## src/rtl/lenc_pkg.sv

```systemverilog
package lenc_pkg;

   typedef enum logic {
      LC_BLOCK = 1'b0,
      LC_SYMB  = 1'b1
   } lc_mode_e;

   localparam int unsigned GRP_W = 3;
   localparam int unsigned CW_W  = 4;
   localparam int unsigned SYM_W = 2;

   localparam logic [CW_W-1:0] ZERO_A = 4'b1011;
   localparam logic [CW_W-1:0] ZERO_B = 4'b0100;
   localparam logic [CW_W-1:0] ONES_A = 4'b1101;
   localparam logic [CW_W-1:0] ONES_B = 4'b0010;

   localparam logic [SYM_W-1:0] SYM_FOR_0 = 2'b10;
   localparam logic [SYM_W-1:0] SYM_FOR_1 = 2'b01;

   // Two-ones codeword for the six groups that have a single choice.
   function automatic logic [CW_W-1:0] bal_word(input logic [GRP_W-1:0] g);
      logic [CW_W-1:0] w;
      case (g)
         3'b001:  w = 4'b1100;
         3'b010:  w = 4'b0011;
         3'b011:  w = 4'b1010;
         3'b100:  w = 4'b0101;
         3'b101:  w = 4'b1001;
         3'b110:  w = 4'b0110;
         default: w = 4'b0000;
      endcase
      return w;
   endfunction

endpackage

```

## src/rtl/lenc_mapper.sv

```systemverilog
module lenc_mapper
   import lenc_pkg::*;
#(
   parameter int unsigned DATA_W = 3,
   parameter int unsigned WORD_W = 4,
   parameter int unsigned MAN_W  = 2,
   localparam int unsigned LEN_W = $clog2(WORD_W + 1)
) (
   input  logic [DATA_W-1:0] grp,
   input  lc_mode_e          mode,
   input  logic              last_a,
   output logic [WORD_W-1:0] word,
   output logic [LEN_W-1:0]  len,
   output logic              special
);

   generate
      if (DATA_W != GRP_W) begin : g_bad_data
         $error("lenc_mapper: DATA_W must equal 3");
      end
      if (WORD_W != CW_W) begin : g_bad_word
         $error("lenc_mapper: WORD_W must equal 4");
      end
      if (MAN_W != SYM_W || MAN_W > WORD_W) begin : g_bad_sym
         $error("lenc_mapper: MAN_W must equal 2");
      end
   endgenerate

   localparam logic [LEN_W-1:0] BLK_LEN = LEN_W'(WORD_W);
   localparam logic [LEN_W-1:0] SYM_LEN = LEN_W'(MAN_W);

   logic is_zero, is_ones;
   logic [WORD_W-1:0] blk_word;
   logic [MAN_W-1:0]  sym;

   assign is_zero = (grp == '0);
   assign is_ones = (grp == '1);

   always_comb begin
      if (is_zero)      blk_word = last_a ? ZERO_B : ZERO_A;
      else if (is_ones) blk_word = last_a ? ONES_B : ONES_A;
      else              blk_word = bal_word(grp);
   end

   assign sym = grp[0] ? SYM_FOR_1 : SYM_FOR_0;

   always_comb begin
      if (mode == LC_SYMB) begin
         word    = {sym, {(WORD_W-MAN_W){1'b0}}};
         len     = SYM_LEN;
         special = 1'b0;
      end else begin
         word    = blk_word;
         len     = BLK_LEN;
         special = is_zero | is_ones;
      end
   end

endmodule

```

## src/rtl/lenc_alt_state.sv

```systemverilog
module lenc_alt_state
   import lenc_pkg::*;
(
   input  logic     clk,
   input  logic     rst_n,
   input  logic     accept,
   input  lc_mode_e mode_in,
   input  logic     special,
   output lc_mode_e mode_act,
   output logic     last_a_use
);

   logic     last_a_q;
   lc_mode_e mode_q;
   logic     mode_chg;

   assign mode_chg   = (mode_in != mode_q);
   assign last_a_use = mode_chg ? 1'b0 : last_a_q;
   assign mode_act   = mode_q;

   always_ff @(posedge clk) begin
      if (!rst_n) begin
         last_a_q <= 1'b0;
         mode_q   <= LC_BLOCK;
      end else if (accept) begin
         mode_q <= mode_in;
         if (special)       last_a_q <= ~last_a_use;
         else if (mode_chg) last_a_q <= 1'b0;
      end
   end

endmodule

```

## src/rtl/lenc_shifter.sv

```systemverilog
module lenc_shifter #(
   parameter int unsigned WORD_W = 4,
   localparam int unsigned LEN_W = $clog2(WORD_W + 1)
) (
   input  logic              clk,
   input  logic              rst_n,
   input  logic              load,
   input  logic [WORD_W-1:0] load_word,
   input  logic [LEN_W-1:0]  load_len,
   input  logic              tick,
   output logic              ser_out,
   output logic              busy,
   output logic              can_take
);

   generate
      if (WORD_W < 2) begin : g_bad_w
         $error("lenc_shifter: WORD_W must be at least 2");
      end
   endgenerate

   localparam logic [LEN_W-1:0] ONE = LEN_W'(1);

   logic [WORD_W-1:0] sreg;
   logic [LEN_W-1:0]  left;

   always_ff @(posedge clk) begin
      if (!rst_n) begin
         sreg <= '0;
         left <= '0;
      end else if (load) begin
         sreg <= load_word;
         left <= load_len;
      end else if (tick && left != '0) begin
         sreg <= {sreg[WORD_W-2:0], 1'b0};
         left <= left - ONE;
      end
   end

   assign ser_out  = sreg[WORD_W-1];
   assign busy     = (left != '0);
   assign can_take = (left == '0) || (left == ONE && tick);

endmodule

```

## src/rtl/dc_balanced_encoder.sv

```systemverilog
module dc_balanced_encoder
   import lenc_pkg::*;
#(
   parameter int unsigned DATA_W = 3,
   parameter int unsigned WORD_W = 4,
   parameter int unsigned MAN_W  = 2,
   localparam int unsigned LEN_W = $clog2(WORD_W + 1)
) (
   input  logic              clk,
   input  logic              rst_n,
   input  logic              enc_sel,
   input  logic              in_valid,
   input  logic [DATA_W-1:0] in_data,
   output logic              in_ready,
   input  logic              elem_tick,
   output logic              ser_out,
   output logic              ser_valid,
   output logic [WORD_W-1:0] cw_out,
   output logic              cw_valid
);

   lc_mode_e          mode_in, mode_act;
   logic              accept, last_a_use, special;
   logic [WORD_W-1:0] word;
   logic [LEN_W-1:0]  len;
   logic [WORD_W-1:0] cw_q;
   logic              cw_v_q;

   assign mode_in = enc_sel ? LC_SYMB : LC_BLOCK;
   assign accept  = in_valid & in_ready;

   lenc_alt_state u_state (
      .clk        (clk),
      .rst_n      (rst_n),
      .accept     (accept),
      .mode_in    (mode_in),
      .special    (special),
      .mode_act   (mode_act),
      .last_a_use (last_a_use)
   );

   lenc_mapper #(
      .DATA_W (DATA_W),
      .WORD_W (WORD_W),
      .MAN_W  (MAN_W)
   ) u_map (
      .grp     (in_data),
      .mode    (mode_in),
      .last_a  (last_a_use),
      .word    (word),
      .len     (len),
      .special (special)
   );

   lenc_shifter #(
      .WORD_W (WORD_W)
   ) u_shift (
      .clk       (clk),
      .rst_n     (rst_n),
      .load      (accept),
      .load_word (word),
      .load_len  (len),
      .tick      (elem_tick),
      .ser_out   (ser_out),
      .busy      (ser_valid),
      .can_take  (in_ready)
   );

   always_ff @(posedge clk) begin
      if (!rst_n) begin
         cw_q   <= '0;
         cw_v_q <= 1'b0;
      end else begin
         cw_v_q <= accept;
         if (accept) cw_q <= word;
      end
   end

   assign cw_out   = cw_q;
   assign cw_valid = cw_v_q;

endmodule

```

## config.mk

```make
export PLATFORM = sky130hd
export DESIGN_NAME = dc_balanced_encoder
export DESIGN_NICKNAME = d
export VERILOG_FILES = /design/src/rtl/lenc_pkg.sv /design/src/rtl/lenc_mapper.sv /design/src/rtl/lenc_alt_state.sv /design/src/rtl/lenc_shifter.sv /design/src/rtl/dc_balanced_encoder.sv
export SDC_FILE = /design/constraint.sdc
export NUM_CORES = 1
export LEC_CHECK = 0
export ABC_AREA = 1
export BUFFER_PORTS_ARGS = -buffer_cell sky130_fd_sc_hd__buf_2
export CORE_MARGIN = 1.5
export CORE_UTILIZATION = 48
export DETAILED_ROUTE_END_ITERATION = 8
export GPL_TIMING_DRIVEN = 0
export PLACE_DENSITY = 0.72
export SETUP_SLACK_MARGIN = 0.15
export SYNTH_ARGS = -nofsm -noshare
export SYNTH_HDL_FRONTEND = slang
export SYNTH_HIERARCHICAL = 1
export SYNTH_SLANG_ARGS = --single-unit
```

## constraint.sdc

```tcl
create_clock -name clk -period 1.7 [get_ports clk]
set_input_delay 0.17 -clock clk [delete_from_list [all_inputs] [get_ports clk]]
set_output_delay 0.17 -clock clk [all_outputs]
set_load 0.02 [all_outputs]
```

* Word-level counts from Yosys, hierarchy flattened
Index checks and enable logic that the tools add are counted.
** Word-level totals
- Register bits :: 14
- Output and inout bits :: 8
- Word-level logic and storage cells :: 42
** Cells by class
- Add/subtract/negate cells :: 1
- Equality and inequality tests :: 9
- Multiplexer cells :: 16
- Bitwise gates (word level) :: 3
- Reduce and logical (&&, ||, !) cells :: 7
** Operators by type and width (count)
- 4-bit 2-to-1 mux :: 7
- 4-bit one-hot mux with 6 select lines :: 1
- 3-bit equality test, second input constant :: 4
- 3-bit 2-to-1 mux :: 3
- 3-bit by 1-bit equality test with 1-bit output, second input constant :: 2
- 3-bit by 2-bit equality test with 1-bit output, second input constant :: 2
- 3-bit zero test :: 2
- 1-bit 2-to-1 mux :: 4
- 3-bit nonzero test :: 1
- 3-bit by 1-bit subtractor with 3-bit output, second input constant :: 1
- 1-bit logical AND :: 2
- 2-bit 2-to-1 mux :: 1
- 2-bit nonzero test :: 1
- 1-bit AND :: 1
- 1-bit logical OR :: 1
- 1-bit inequality test :: 1
- 1-bit NOT :: 1
- 1-bit bitwise OR :: 1

* Longest topological paths before layout
- Depth in word-level cells :: 8
- Mapped depth :: 13
- Mapped depth without buffers :: 13

* Cells and area by module
The synthesis kept the hierarchy.
** Modules (own cells, without submodules)
- lenc_shifter :: instances 1, cells an instance 61, area an instance 457.9 sq um, seq. area each 140.1 sq um
- dc_balanced_encoder :: instances 1, cells an instance 29, area an instance 192.7 sq um, seq. area each 100.1 sq um
- lenc_mapper :: instances 1, cells an instance 32, area an instance 148.9 sq um, seq. area each 0.0 sq um
- lenc_alt_state :: instances 1, cells an instance 17, area an instance 112.6 sq um, seq. area each 40.0 sq um

* Worst setup path before layout
OpenSTA, ideal clock, no wires.
- Path kind :: register to register
- Start :: reg u_shift.left[0]
- End :: reg u_shift.left[2]
- Arrival :: 1728 ps
- Slack :: -141 ps
- Stages on the path, launching flop included :: 13
- Cells stage by stage :: dfxtp_1 inv_1 ha_1 nand2_4 nand2_1 nand2_2 inv_1 buf_6 inv_8 buf_12 nand3_1 nor2_1 nor2_1
** RTL lines
- start, declared :: line lenc_shifter.sv:25 : logic [LEN_W-1:0] left;
- start signal, assigned :: line lenc_shifter.sv:33 : left <= load_len;
- start signal, assigned :: line lenc_shifter.sv:36 : left <= left - ONE;
- 3-bit nonzero test
- net ser_valid :: line dc_balanced_encoder.sv:17 : output logic ser_valid,
- 1-bit logical AND :: line lenc_shifter.sv:34 : end else if (tick && left != '0) begin
- 2-bit nonzero test (no source line)
The timed path passes the listed nets, and every way through them passes these cells. The select of a mux whose other input is x is not followed.
A chain may end at the register's enable or synchronous reset.

* Worst setup path in the final report
- Start :: reg u_shift.left[0]
- End :: reg u_shift.left[2]
** On the way
- Cells in the longest elaborated chain, start to end :: 5
** Ends and longest elaborated chain
- 3-bit by 1-bit equality test with 1-bit output :: line lenc_shifter.sv:42 : assign can_take = (left == '0) || (left == ONE && tick);
- 1-bit logical AND :: line lenc_shifter.sv:42
- 1-bit logical OR (*) :: line lenc_shifter.sv:42
- 1-bit AND (*) :: line dc_balanced_encoder.sv:30 : assign accept = in_valid & in_ready;
- net accept :: line dc_balanced_encoder.sv:23 : logic accept, last_a_use, special;
- 3-bit 2-to-1 mux or 2-bit nonzero test (tied branches)
The timed path passes the listed nets; every way through them passes the cells marked *. The select of a mux whose other input is x is not followed.

==> flow_summary_export.csv <==
group,metric,value,unit
logic_synthesis,synthAdderAreaFrac,0.0412,
drt,viasPerCell,4.75,
timing,setup_viol,0,
global_routing,grt_pass1_vias,780,
timing,hold_viol,0,
drt,routedWlPerCell,11.1,microns
floorplan,core,1760,sq um
critical_path,cp_slowest_stage_delay,0.40,ns
critical_path,path_max_fanout,7,
critical_path,rr_worst_depth,13,
logic_synthesis,syn_area,912,sq um
clocking,clk_path_buf_depth,2,
floorplan,dieArea,2170,sq um
layout,stdcell_area,1290,sq um
clocking,clkTransAtPathRegs,0.09,ns
global_routing,grt_max_degree,10,
layout,regArea,285,sq um
power,power_density,1900,nW/um^2
drt,firstDrtPassIters,4,
power,p_leak,0.610,nW
clocking,cts_made_buffers,3,
run_status,run_status,"complete, no violations",
timing,fin_crit,1.52,ns
critical_path,required,1.92,ns
worst_hold_path,whs_path_depth,3,
timing,rsz0062_at_grt,"true",
logic_synthesis,synth_compound_area_frac,0.0892,
clocking,htreeDepth,1,
logic_synthesis,synth_cell_types,25,
floorplan,initial_utilization,0.517,
global_routing,antenna_found_initial,0,
timing,worst_hold_slack,0.162,ns
drt,vias,908,
drt,first_iter_violations,23,
logic_synthesis,synthMuxAreaShare,0,
layout,area_delta_synth_final,41.2,%
global_routing,grt_remaining_overflow,0,
timing,fin_skew,0.000819,ns
floorplan,die_y,46.6,microns
timing,fin_crit_sh,0.896,
critical_path,rr_startpoint,"u_shift/left[0]$_SDFFE_PN0P_",
timing,tns,0,ns
layout,num-fill-cells,146,
floorplan,ios,16,
logic_synthesis,yosysSeqAreaShare,0.307,
layout,final_layout_size_suffix_gt1_frac,0.392,
timing,clock.fmax,0.657,GHz
logic_synthesis,syn-instance-count,139,
critical_path,r2r_end,"u_shift/left[2]$_SDFFE_PN0P_",
logic_synthesis,synth_warnings,6,
power,peakVddDrop,0.00108,V
timing,drv_slew,0,
global_routing,grt_usage,0.208,
drt,drc,0,
clocking,clkLatencyLatePin,0.28,ns
critical_path,crit_chain,"inv_4 > ha_4 > nand2_4 > nand2_4 > nand2_8 > inv_6 > buf_8 > inv_8 > buf_12 > nor2_4 > nor2_2 > nand2_1 > nor2_2",
logic_synthesis,yosys.area_share.simple,0.403,
critical_path,endpoint_kind,"flop",
layout,nets,178,
placement,gp_congestion,0.750,
critical_path,r2r_slack,0.18,ns
layout,post-route-util,0.730,
global_routing,grt_pass1_wl,3220,microns
clocking,tritoncts,"yes",
logic_synthesis,synth_top_family_by_area,"simple AND/OR/NAND/NOR gates",
worst_hold_path,min_from,"rst_n",
floorplan,placementRows,15,
worst_hold_path,min_path_type,"input pin to flop",
critical_path,critical_path_class,"flop to flop",
floorplan,die_x,46.6,microns
logic_synthesis,syn_area_per_cell,6.56,sq um
layout,antennaDiodeCount,0,
drt,wl,2120,microns
clocking,cts_root_buf,"clkbuf_4",
worst_hold_path,min_to,"cw_valid$_SDFF_PN0_",
critical_path,worstPathArrival,1.74,ns
logic_synthesis,synth_seq_cells,14,
logic_synthesis,synth-xor-area-share,0.00960,
critical_path,crit_start,"u_shift/left[0]$_SDFFE_PN0P_",
placement,port_buffers,15,
logic_synthesis,synthesis.nets,150,
drt,ant_nets,0,
placement,hpwlAfterDp,1300,microns
flow_run,maxCapViolCount,0,
critical_path,cp-start-kind,"flop",
placement,postPlaceCellArea,1040,sq um
critical_path,slowest_stage,"dfxtp_4",
clocking,cts_sinks,14,
layout,multi_input_area,629,sq um
[how the worst max path moves through the flow]
stage,end,slack (ns),cells past startpoint
after global routing,u_shift/left[0]$_SDFFE_PN0P_,0.11,11
final,u_shift/left[2]$_SDFFE_PN0P_,0.18,13
after detailed placement,u_shift/left[2]$_SDFFE_PN0P_,0.06,13
after CTS,u_shift/left[2]$_SDFFE_PN0P_,0.16,13
after floorplan,u_shift/left[2]$_SDFFE_PN0P_,0.16,12
after global placement,u_shift/left[2]$_SDFFE_PN0P_,0.13,13
[worst max-delay path: cells and delay by family (launching register included)]
kind                     cells  cell delay [ns]
adder cells (fa/ha/maj)      1             0.16
buffers and inverters        5             0.40
flip-flops                   1             0.40
AND/OR/NAND/NOR              7             0.52
[repair_timing]
action,in CTS,in global routing
cloned,1,0
setup endpoints to repair,7,7
buffers inserted,4,3
gates resized for setup,10,21
hold buffers,0,0
pin swaps,8,14
[per-layer routing]
metal,share of wire,GRT usage,vias to the layer above
met5,0,0,-
li1,-,-,483
met3,0.045,0.0235,5
met4,0.012,0.0743,0
met1,0.42,0.258,399
met2,0.52,0.364,21
[final cells by class]
type                       count  share of cell area
tap                           25              0.0243
multi-input combinational    100               0.489
inverter                      21              0.0748
buffer                         4              0.0389
timing repair buffer          23               0.123
sequential                    14               0.222
clock buffer                   4              0.0282
[where the power goes]
| group | switching (mW) | leakage [nW] | internal [mW] | total [mW] |
|---|---|---|---|---|
| combinational | 0.938 | 0.473 | 0.718 | 1.66 |
| sequential | 0.0952 | 0.116 | 0.455 | 0.550 |
| clock | 0.111 | 0.0210 | 0.130 | 0.242 |
| total | 1.14 | 0.610 | 1.30 | 2.45 |
[sequential cells by signal, indices dropped and copies added (netlist names)]
| name | count |
|---|---|
| cw_valid | 1 |
| u_shift/left | 3 |
| u_shift/sreg | 4 |
| u_state/last_a_q | 1 |
| cw_out | 4 |
| u_state/mode_act | 1 |
[logic make-up after synthesis]
kind of cell / Yosys count
other cells: 1
buf+inv: 25
simple gates: 80
flops: 14
fa+ha+maj: 3
compound gates: 15
xor+xnor: 1
[cells in the final DEF (no fill, tap or decap), types with 4 or more instances in the layout]
cell type,instances
a21oi_2,6
buf_2,15
buf_4,8
dfxtp_1,12
inv_1,16
nand2_1,34
nand2_4,4
nand3_1,8
nand3_2,4
nor2_1,17
o21ai_0,4
[cell usage after synthesis (all sizes together)]
master,number,area share
nand2,42,0.21
inv,21,0.095
nor2,21,0.097
nand3,15,0.088
dfxtp,14,0.31
a21oi,8,0.048
o21ai,6,0.033
buf,4,0.051
ha,3,0.041
conb,1,0.0041
nand4,1,0.0069
nor3,1,0.0055
o21a,1,0.0082
xor2,1,0.0096
[per-stage QoR]
stage | power (mW) | setup slack, ns | std cells
6_report | 2.45 | 0.177 | 191
5_1_grt | 2.62 | 0.107 | 191
4_1_cts | 2.25 | 0.165 | 188
3_5_place_dp | 1.70 | 0.0640 | 179
3_3_place_gp | 1.67 | 0.132 | 179
2_1_floorplan | 1.45 | 0.157 | 139
Power figures use the tool's default switching activity.
